===== src/rtl/sysop_inval_gate.sv =====
module sysop_inval_gate #(
  parameter logic [5:0] TRAP_EC = 6'h18
) (
  input  logic       clk,
  input  logic       rst_n,
  input  logic       req_valid,
  input  logic [1:0] op0,
  input  logic [2:0] op1,
  input  logic [3:0] crn,
  input  logic [3:0] crm,
  input  logic [2:0] op2,
  input  logic [4:0] rt,
  input  logic [1:0] cur_el,
  input  logic       el2_en,
  input  logic       nv_bit,
  input  logic       e2h_bit,
  input  logic       has_xs,
  input  logic       has_os_inval,
  input  logic       rt_lax,
  output logic       res_undef,
  output logic       res_trap,
  output logic [5:0] trap_ec,
  output logic       res_issue,
  output logic       cmd_host,
  output logic [1:0] cmd_share,
  output logic       cmd_no_xs
);
  localparam logic [1:0] SH_OUTER = 2'b10;

  typedef enum logic [1:0] {D_NONE, D_UNDEF, D_TRAP, D_ISSUE} dec_t;

  wire common   = (op0 == 2'b01) && (op1 == 3'b100) && (crm == 4'b0001) && (op2 == 3'b000);
  wire is_plain = common && (crn == 4'b1000);
  wire is_nxs   = common && (crn == 4'b1001);
  wire hit      = req_valid && (is_plain || is_nxs);
  wire rt_ok    = (rt == 5'b11111) || rt_lax;

  dec_t dec;

  always_comb begin
    dec = D_NONE;
    if (hit) begin
      if (is_nxs && !has_xs)   dec = D_UNDEF;
      else if (!has_os_inval)  dec = D_UNDEF;
      else if (!rt_ok)         dec = D_UNDEF;
      else begin
        case (cur_el)
          2'd0:    dec = D_UNDEF;
          2'd1:    dec = (el2_en && nv_bit) ? D_TRAP : D_UNDEF;
          2'd2:    dec = D_ISSUE;
          default: dec = el2_en ? D_ISSUE : D_UNDEF;
        endcase
      end
    end
  end

  always_ff @(posedge clk) begin
    if (!rst_n) begin
      res_undef <= 1'b0;
      res_trap  <= 1'b0;
      trap_ec   <= '0;
      res_issue <= 1'b0;
      cmd_host  <= 1'b0;
      cmd_share <= '0;
      cmd_no_xs <= 1'b0;
    end else begin
      res_undef <= (dec == D_UNDEF);
      res_trap  <= (dec == D_TRAP);
      trap_ec   <= (dec == D_TRAP) ? TRAP_EC : 6'd0;
      res_issue <= (dec == D_ISSUE);
      cmd_host  <= (dec == D_ISSUE) && e2h_bit;
      cmd_share <= (dec == D_ISSUE) ? SH_OUTER : 2'b00;
      cmd_no_xs <= (dec == D_ISSUE) && is_nxs;
    end
  end


  one_outcome_chk: assert property (@(posedge clk) disable iff (!rst_n)
    $onehot0({res_undef, res_trap, res_issue}));


  answer_chk: assert property (@(posedge clk) disable iff (!rst_n)
    hit |=> (res_undef || res_trap || res_issue));


  quiet_chk: assert property (@(posedge clk) disable iff (!rst_n)
    !hit |=> !(res_undef || res_trap || res_issue));


  trap_ec_chk: assert property (@(posedge clk) disable iff (!rst_n)
    res_trap |-> (trap_ec == TRAP_EC));


  issue_share_chk: assert property (@(posedge clk) disable iff (!rst_n)
    res_issue |-> (cmd_share == SH_OUTER));


  el0_chk: assert property (@(posedge clk) disable iff (!rst_n)
    (hit && cur_el == 2'd0) |=> res_undef);


  xs_first_chk: assert property (@(posedge clk) disable iff (!rst_n)
    (hit && is_nxs && !has_xs) |=> res_undef);
endmodule


===== config.mk =====
export PLATFORM = sky130hd
export DESIGN_NAME = sysop_inval_gate
export DESIGN_NICKNAME = d
export VERILOG_FILES = /design/src/rtl/sysop_inval_gate.sv
export SDC_FILE = /design/constraint.sdc
export NUM_CORES = 1
export LEC_CHECK = 0
export ABC_CLOCK_PERIOD_IN_PS = 1400
export BUFFER_PORTS_ARGS = -buffer_cell sky130_fd_sc_hd__clkbuf_2
export CAP_MARGIN = 30
export CORE_AREA = 2 2 39 41
export CTS_CLUSTER_DIAMETER = 40
export CTS_CLUSTER_SIZE = 24
export DETAILED_ROUTE_END_ITERATION = 10
export DIE_AREA = 0 0 41 43
export GPL_TIMING_DRIVEN = 0
export PLACE_DENSITY = 0.74
export SYNTH_ARGS = -nofsm -noshare
export SYNTH_HDL_FRONTEND = slang
export SYNTH_SLANG_ARGS = --single-unit

===== constraint.sdc =====
create_clock -name clk -period 1.4 [get_ports clk]
set_input_delay 0.21 -clock clk [delete_from_list [all_inputs] [get_ports clk]]
set_output_delay 0.21 -clock clk [all_outputs]
set_load 0.02 [all_outputs]

==> results of run 1 <==
==> worst max-delay path, stage by stage <==
cell      delay [ps]
clkbuf_2          80
nor4b_1          300
nand2_1           90
or4_4            520
nor4_1           230
==> power groups by stage <==
stage                     logic (mW)  clock network, mW  registers (mW)
after floorplan               0.0408                  0           0.145
after global placement        0.0860                  0           0.145
after detailed placement      0.0881                  0           0.145
after CTS                     0.0883              0.171           0.143
after global routing          0.0991              0.176           0.143
final                         0.0887              0.161           0.143
==> area by class of cell <==
cell class	instances	area, sq um	share of cell area, %
flip-flops and latches	5	100	17.2
clock buffers	4	26.3	4.53
plain buffers	8	60.1	10.3
multi-input cells	30	179	30.8
well taps	16	20.0	3.45
repair buffers	39	195	33.6
==> cells in the mapped netlist <==
master,n,share of area [%]
nor2_1,2,2.4
and3_1,1,2.0
nand3_1,2,3.1
nor4b_1,1,2.8
and4bb_2,1,3.9
nor4_1,5,9.8
a31oi_1,2,3.9
nand2b_1,2,3.9
conb_1,1,1.2
nand4_1,2,3.9
dfxtp_1,5,31
nand3b_1,1,2.4
nor3_1,1,1.6
nand2_1,3,3.5
a21oi_1,1,1.6
or4_4,1,3.5
buf_4,8,19
==> flip-flops by register name, indices dropped and copies added (netlist names) <==
name and cells:
trap_ec 1, cmd_no_xs 1, cmd_host 1, res_issue 1
res_undef 1
==> cells by family after synthesis <==
kind of cell | after synthesis
buffers and inverters | 8
DFF | 5
and+or+nand+nor | 22
other | 1
AOI/OAI and AO/OA | 3
==> final timing paths <==
path	to	slack [ps]	cells past startpoint
min	cmd_host$_SDFF_PN0_	220	3
max	trap_ec[3]$_SDFF_PN0_	110	5
==> layer usage <==
layer,part of all wire [%],routed length [um],vias to the layer above
met2,59,479,25
li1,-,-,231
met5,0,0,-
met3,9.5,77,0
met1,31,253,194
met4,0,0,0
==> per-stage QoR <==
step	utilization, %	setup WS, ps	setup TNS (ps)	total power, mW
finish	42.0	115	0	0.393
global route	42.0	5.70	0	0.418
CTS	41.5	123	0	0.402
detailed placement	39.6	-129	-430	0.234
global placement	39.6	-132	-325	0.231
floorplan	-	43.6	0	0.186
==> impl_metrics.json, run 1 <==
{
  "status": "finished, final reports clean",
  "drtIter0Drc": 1,
  "cts.repair.resized": 0,
  "cts_buffer_depth": 2,
  "hold_viol": 0,
  "die_area_sq_um": 1760,
  "syn_inst": 39,
  "place_inst": 98,
  "netlist-cell-type-count": 17,
  "antenna_found_initial": 0,
  "ctsHoldBuffers": 0,
  "crit_required_ps": 1540,
  "place_congestion": 0.647,
  "ys_seq_area_share_pct": 31.5,
  "max_freq_ghz": 0.778,
  "area_delta_synth_final_pct": 82.7,
  "drc": 0,
  "layout_commonest_cell": "clkbuf_2",
  "portBuffers": 39,
  "synth_mux_area_share_pct": 0,
  "synth_top_family_by_area": "simple AND/OR/NAND/NOR gates",
  "coreArea_sq_um": 1380,
  "hold_start": "e2h_bit",
  "chipWidth_um": 41,
  "initial_core_util_pct": 23.0,
  "grt_pass1_wl_um": 1260,
  "die_h_um": 43,
  "finalWirelength_um": 810,
  "ys_ff_latch": 5,
  "crit_type": "in -> reg",
  "detail-route-antenna-nets": 0,
  "synthSimpleGateAreaFrac_pct": 42.9,
  "synthAdderAreaFrac_pct": 0,
  "dr_total_vias": 450,
  "mostFrequentLayoutCells": "clkbuf_2 (39), buf_4 (8), conb_1 (5), dfxtp_1 (5), nor4_1 (4)",
  "netlist_area_sq_um": 318,
  "drtPass1Iterations": 2,
  "finalCriticalPeriod_ps": 1290,
  "fill_cells": 157,
  "wl_per_cell_um": 7.94,
  "crit_arrival_ps": 1430,
  "rsz0062_at_grt": "false",
  "cts_max_level": 1,
  "crit_fanout": 5,
  "root_buffer": "clkbuf_4",
  "start_kind": "primary input",
  "endpoint_kind": "flop",
  "fin_area_sq_um": 581,
  "grt-ovfl-total": 0,
  "cts_buffers": 3,
  "clockPowerShare_pct": 41.0,
  "period_share_pct": 91.8,
  "intPower_uw": 300,
  "hold_path_class": "in -> reg",
  "setup_violations": 0,
  "p_leak_nw": 0.319,
  "n_antenna_cell": 0,
  "grt_start_max_net_pins": 6,
  "cts_sinks": 5,
  "fin_nets": 119,
  "peakVddDrop_mv": 0.156,
  "startpoint": "op2[2]",
  "met1_usage_pct": 8.65,
  "post_cts_buffers": 0,
  "power.density_nw_per_um2": 677,
  "grtUsageMet2_pct": 20.0,
  "ys_warn_count": 0,
  "whs_ps": 219,
  "instances_no_fill": 102,
  "switching_power_uw": 93.2,
  "num_rows": 14,
  "synth-compound-area-share_pct": 5.51,
  "grt.met3_usage_pct": 1.57,
  "top_usage_layer": "met2",
  "clk_pin_slew_worst_paths_ps": 40,
  "grt_usage_pct": 10.6,
  "avgSynthCellArea_sq_um": 8.15,
  "drv_cap": 0,
  "yosys.area_share.xor_xnor_pct": 0,
  "final-max-slew-violation-count": 0,
  "power_frac_seq_pct": 36.4,
  "comb_power_share_pct": 22.6,
  "grt_pass1_vias": 374,
  "viasPerCell": 4.41,
  "drive_gt1_share_pct": 61.6,
  "io_pins": 45,
  "dpl-instance-area_sq_um": 548,
  "swShare_pct": 23.7,
  "cts_tree": "built"
}
Note: power is estimated with default switching activity, not from simulation.
==> run 2: changes to the inputs <==
--- a/config.mk
+++ b/config.mk
@@ -15,5 +15,5 @@
 export DIE_AREA = 0 0 41 43
 export GPL_TIMING_DRIVEN = 0
-export PLACE_DENSITY = 0.74
+export PLACE_DENSITY = 0.68
 export SYNTH_ARGS = -nofsm -noshare
 export SYNTH_HDL_FRONTEND = slang
==> constraint.sdc (replaced) <==
create_clock -name clk -period 1.4 [get_ports clk]
set_input_delay 0.21 -clock clk [delete_from_list [all_inputs] [get_ports clk]]
set_output_delay 0.21 -clock clk [all_outputs]
set_load 0.01 [all_outputs]
==> impl_metrics.json, run 2 (synthesis results as in run 1) <==
{
  "status": "finished, final reports clean",
  "hpwl_um": 772,
  "finalCriticalPeriod_ps": 1300,
  "cts_tree": "built",
  "cts_buffer_depth": 2,
  "finalWirelength_um": 805,
  "portBuffers": 39,
  "fin_area_sq_um": 587,
  "place_inst": 98,
  "area_delta_synth_final_pct": 84.6,
  "instances_no_fill": 102,
  "p_leak_nw": 0.319,
  "die_h_um": 43,
  "drtIter0Drc": 2,
  "n_antenna_cell": 0,
  "mostFrequentLayoutCells": "clkbuf_2 (39), buf_4 (8), conb_1 (5), dfxtp_1 (5)",
  "coreArea_sq_um": 1380,
  "grt_pass1_wl_um": 1310,
  "ctsHoldBuffers": 0,
  "crit_arrival_ps": 1430,
  "start_kind": "primary input",
  "critPathSlowestCell": "or4_4",
  "hold_path_class": "in -> reg",
  "clk_pin_slew_worst_paths_ps": 40,
  "viasPerCell": 4.25,
  "final-max-slew-violation-count": 0,
  "cts_sinks": 5,
  "max_freq_ghz": 0.769,
  "endpoint_kind": "flop",
  "grt_usage_pct": 10.7,
  "finalPower_uw": 388,
  "drc": 0,
  "peakVddDrop_mv": 0.174,
  "chipWidth_um": 41,
  "crit_required_ps": 1530,
  "dpl-instance-area_sq_um": 548,
  "layout_commonest_cell": "clkbuf_2",
  "crit_type": "in -> reg",
  "detail-route-antenna-nets": 0,
  "cts_buffers": 3,
  "num_rows": 14,
  "hold_viol": 0,
  "power.density_nw_per_um2": 661,
  "grt_start_max_net_pins": 6,
  "root_buffer": "clkbuf_4",
  "grt-ovfl-total": 0,
  "io_pins": 45,
  "period_share_pct": 92.9,
  "drive_gt1_share_pct": 62.8,
  "die_area_sq_um": 1760,
  "setup_violations": 0,
  "antenna_found_initial": 0,
  "crit_fanout": 5,
  "grt_pass1_vias": 372,
  "drv_cap": 0,
  "dr_total_vias": 434,
  "cts_max_level": 1,
  "fin_nets": 119,
  "place_congestion": 0.662,
  "initial_core_util_pct": 23.0,
  "rsz0062_at_grt": "false",
  "max_stage_delay_ps": 520,
  "crit_chain": "clkbuf_2, nor4b_1, nand2_1, or4_4, nor4_1",
  "drtPass1Iterations": 4,
  "wl_per_cell_um": 7.89
}
run 2: metal layers:
layer | routed length, um | vias up | share of wire [%] | track usage [%]
met5 | 0 | - | 0 | 0
met2 | 431 | 29 | 54 | 19.1
li1 | - | 227 | - | -
met4 | 0 | 0 | 0 | 6.00
met3 | 99 | 0 | 12 | 2.09
met1 | 274 | 178 | 34 | 10.5
run 2: critical path, delay by kind of cell:
family	cells	cell delay (ps)
buf+inv	1	80
simple gates	4	1140
run 2: worst paths after layout:
kind | start | end | slack (ps) | cells past startpoint
min | e2h_bit | cmd_host$_SDFF_PN0_ | 220 | 3
max | op2[2] | trap_ec[3]$_SDFF_PN0_ | 100 | 5
run 2: cell type report:
class / instances / area (sq um)
fill: 147 / 797
timing repair buffer: 39 / 195
multi-input combinational: 30 / 185
sequential: 5 / 100
buffer: 8 / 60.1
clock buffer: 4 / 26.3
tap: 16 / 20.0
run 2: power breakdown:
part           internal (mW)  switching, mW
clock                  0.107         0.0535
combinational         0.0494         0.0348
sequential             0.143    0.000000112
run 2: per-stage QoR:
| stage | hold slack [ps] | setup slack (ps) | util (%) | TNS [ps] |
|---|---|---|---|---|
| floorplan | 347 | 43.6 | - | 0 |
| global placement | 467 | -126 | 39.6 | -315 |
| detailed placement | 471 | -142 | 39.6 | -445 |
| CTS | 217 | 103 | 41.5 | 0 |
| global route | 219 | 20.0 | 42.4 | 0 |
| finish | 222 | 100 | 42.4 | 0 |
run 2: what timing repair did:
action                                  4_1_cts  5_1_grt
buffers inserted                              0        0
endpoints found under the setup margin        0        2
hold endpoints to repair                      0        0
gates resized for setup                       0        2
==> run 3: changes to the inputs <==
Settings changed: ABC_AREA from default to 1, CORE_AREA 2 2 39 41 to default, CORE_MARGIN from default to 2, CORE_UTILIZATION from default to 31, CTS_BUF_LIST from default to sky130_fd_sc_hd__clkbuf_16, DIE_AREA 0 0 41 43 to default, PLACE_DENSITY 0.68 to 0.73.
==> impl_metrics.json, run 3 <==
{
  "drc": 0,
  "layout_commonest_cell": "clkbuf_2",
  "clk_pin_slew_worst_paths_ps": 30,
  "status": "finished, final reports clean",
  "async_flop_share_pct": 0,
  "fin_nets": 157,
  "endpoint_kind": "primary output",
  "final-max-slew-violation-count": 0,
  "grt-ovfl-total": 0,
  "critPathSlowestCell": "dfxtp_1",
  "dr_total_vias": 558,
  "peakVddDrop_mv": 0.375,
  "setup_tns_ps": 0,
  "mostFrequentLayoutCells": "clkbuf_2 (39), nand2_1 (16), inv_1 (13), nor2_1 (12), buf_4 (8)",
  "root_buffer": "clkbuf_16",
  "hpwl_um": 900,
  "io_pins": 45,
  "period_share_pct": 70.9,
  "synth_top_cell_area_share_pct": 21.6,
  "die_h_um": 42.7,
  "setup_violations": 0,
  "antenna_found_initial": 0,
  "cts_max_level": 1,
  "post_cts_buffers": 0,
  "cts.repair.resized": 0,
  "top_usage_layer": "met2",
  "rsz0062_at_grt": "false",
  "yosysMostFrequentCell": "nand2_1",
  "avgSynthCellArea_sq_um": 6.03,
  "cts_buffer_depth": 2,
  "crit_chain": "buf_4, clkbuf_2",
  "grt.met3_usage_pct": 2.55,
  "area_delta_synth_final_pct": 66.3,
  "viasPerCell": 4.01,
  "synth-main-ff-cell": "dfxtp_1",
  "num_rows": 13,
  "synth_common_cells": "nand2_1 (16), inv_1 (12), nor2_1 (12), buf_4 (8), dfxtp_1 (5)",
  "grtUsageMet2_pct": 25.2,
  "synth_edf_count": 0,
  "chipWidth_um": 42.7,
  "drive_gt1_share_pct": 49.2,
  "finalWirelength_um": 968,
  "max_stage_delay_ps": 330,
  "yosysTopAreaCell": "dfxtp_1",
  "place_congestion": 0.675,
  "synth_area_leaders": "dfxtp_1 (22%), buf_4 (13%), nand2_1 (13%)",
  "crit_required_ps": 1190,
  "crit_fanout": 3,
  "drtIter0Drc": 1,
  "ys_warn_count": 0,
  "die_area_sq_um": 1820,
  "portBuffers": 39,
  "p_leak_nw": 0.453,
  "wl_per_cell_um": 6.96,
  "drv_cap": 0,
  "coreArea_sq_um": 1350,
  "syn_inst": 77,
  "detail-route-antenna-nets": 0,
  "netlist_area_sq_um": 464,
  "max_freq_ghz": 1.01,
  "whs_ps": 200,
  "finalCriticalPeriod_ps": 992,
  "ctsHoldBuffers": 0,
  "cpLargestDelayFamily": "flip-flops",
  "critPathBufInv": 2,
  "met1_usage_pct": 7.20,
  "ys_ff_latch": 5,
  "ys_seq_area_share_pct": 21.6,
  "grt_start_max_net_pins": 5,
  "crit_type": "reg -> out",
  "hold_viol": 0,
  "grt_usage_pct": 11.5,
  "crit_arrival_ps": 780,
  "drtPass1Iterations": 2,
  "grt_pass1_wl_um": 1560,
  "start_kind": "flop",
  "cts_tree": "built",
  "n_antenna_cell": 0,
  "power.density_nw_per_um2": 902,
  "cts_buffers": 3,
  "cts_sinks": 5,
  "initial_core_util_pct": 34.4,
  "netlist-cell-type-count": 20,
  "grt_pass1_vias": 494,
  "hold_path_class": "in -> reg"
}
run 3: cell types whose count changed in the layout (fill, tap and decap cells not counted), moves of 3 or more:
| cell | delta |
|---|---|
| clkbuf_16 | +3 |
| inv_1 | +13 |
| nor2_1 | +10 |
| nor4_1 | -3 |
| clkbuf_4 | -3 |
| nand2_1 | +13 |
run 3: power by group:
part / internal (mW) / total, mW / switching, mW
combinational: 0.0526 / 0.0952 / 0.0426
sequential: 0.143 / 0.143 / 0.000000110
clock: 0.369 / 0.458 / 0.0885
run 3: final cells by class:
cell class	instances	area, sq um
inverters	16	60.1
repair buffers	39	195
clock buffers	3	75.1
clock inverters	1	3.75
fillers	141	578
well taps	15	18.8
flip-flops and latches	5	100
multi-input cells	52	259
plain buffers	8	60.1
run 3: logic make-up (layout without fill, tap and decap cells):
group | after synthesis | count (layout) | share of synthesized area, %
AOI/OAI and AO/OA | 3 | 3 | 4.58
and+or+nand+nor | 44 | 44 | 47.2
buffers and inverters | 24 | 67 | 25.9
other | 1 | 5 | 0.808
DFF | 5 | 5 | 21.6
run 3: final timing paths:
kind / start / endpoint / slack, ps / cells past startpoint
worst min-delay path: e2h_bit / cmd_host$_SDFF_PN0_ / 200 / 3
worst max-delay path: trap_ec[3]$_SDFF_PN0_ / trap_ec[3] / 410 / 2
run 3: per-layer routing:
layer / routed length (um) / part of all wire, %
met5: 0 / 0
met2: 557 / 58
met1: 317 / 33
met4: 0 / 0
met3: 93 / 9.6
run 3: stage by stage:
stage,worst slack [ps],instances,area [sq um],util (%),total power [mW]
after floorplan,419,81,479,-,0.192
after global placement,255,135,693,51.3,0.239
after detailed placement,199,135,693,51.3,0.241
after CTS,392,139,772,57.2,0.704
after global routing,307,139,772,57.2,0.728
final,408,139,772,57.2,0.697
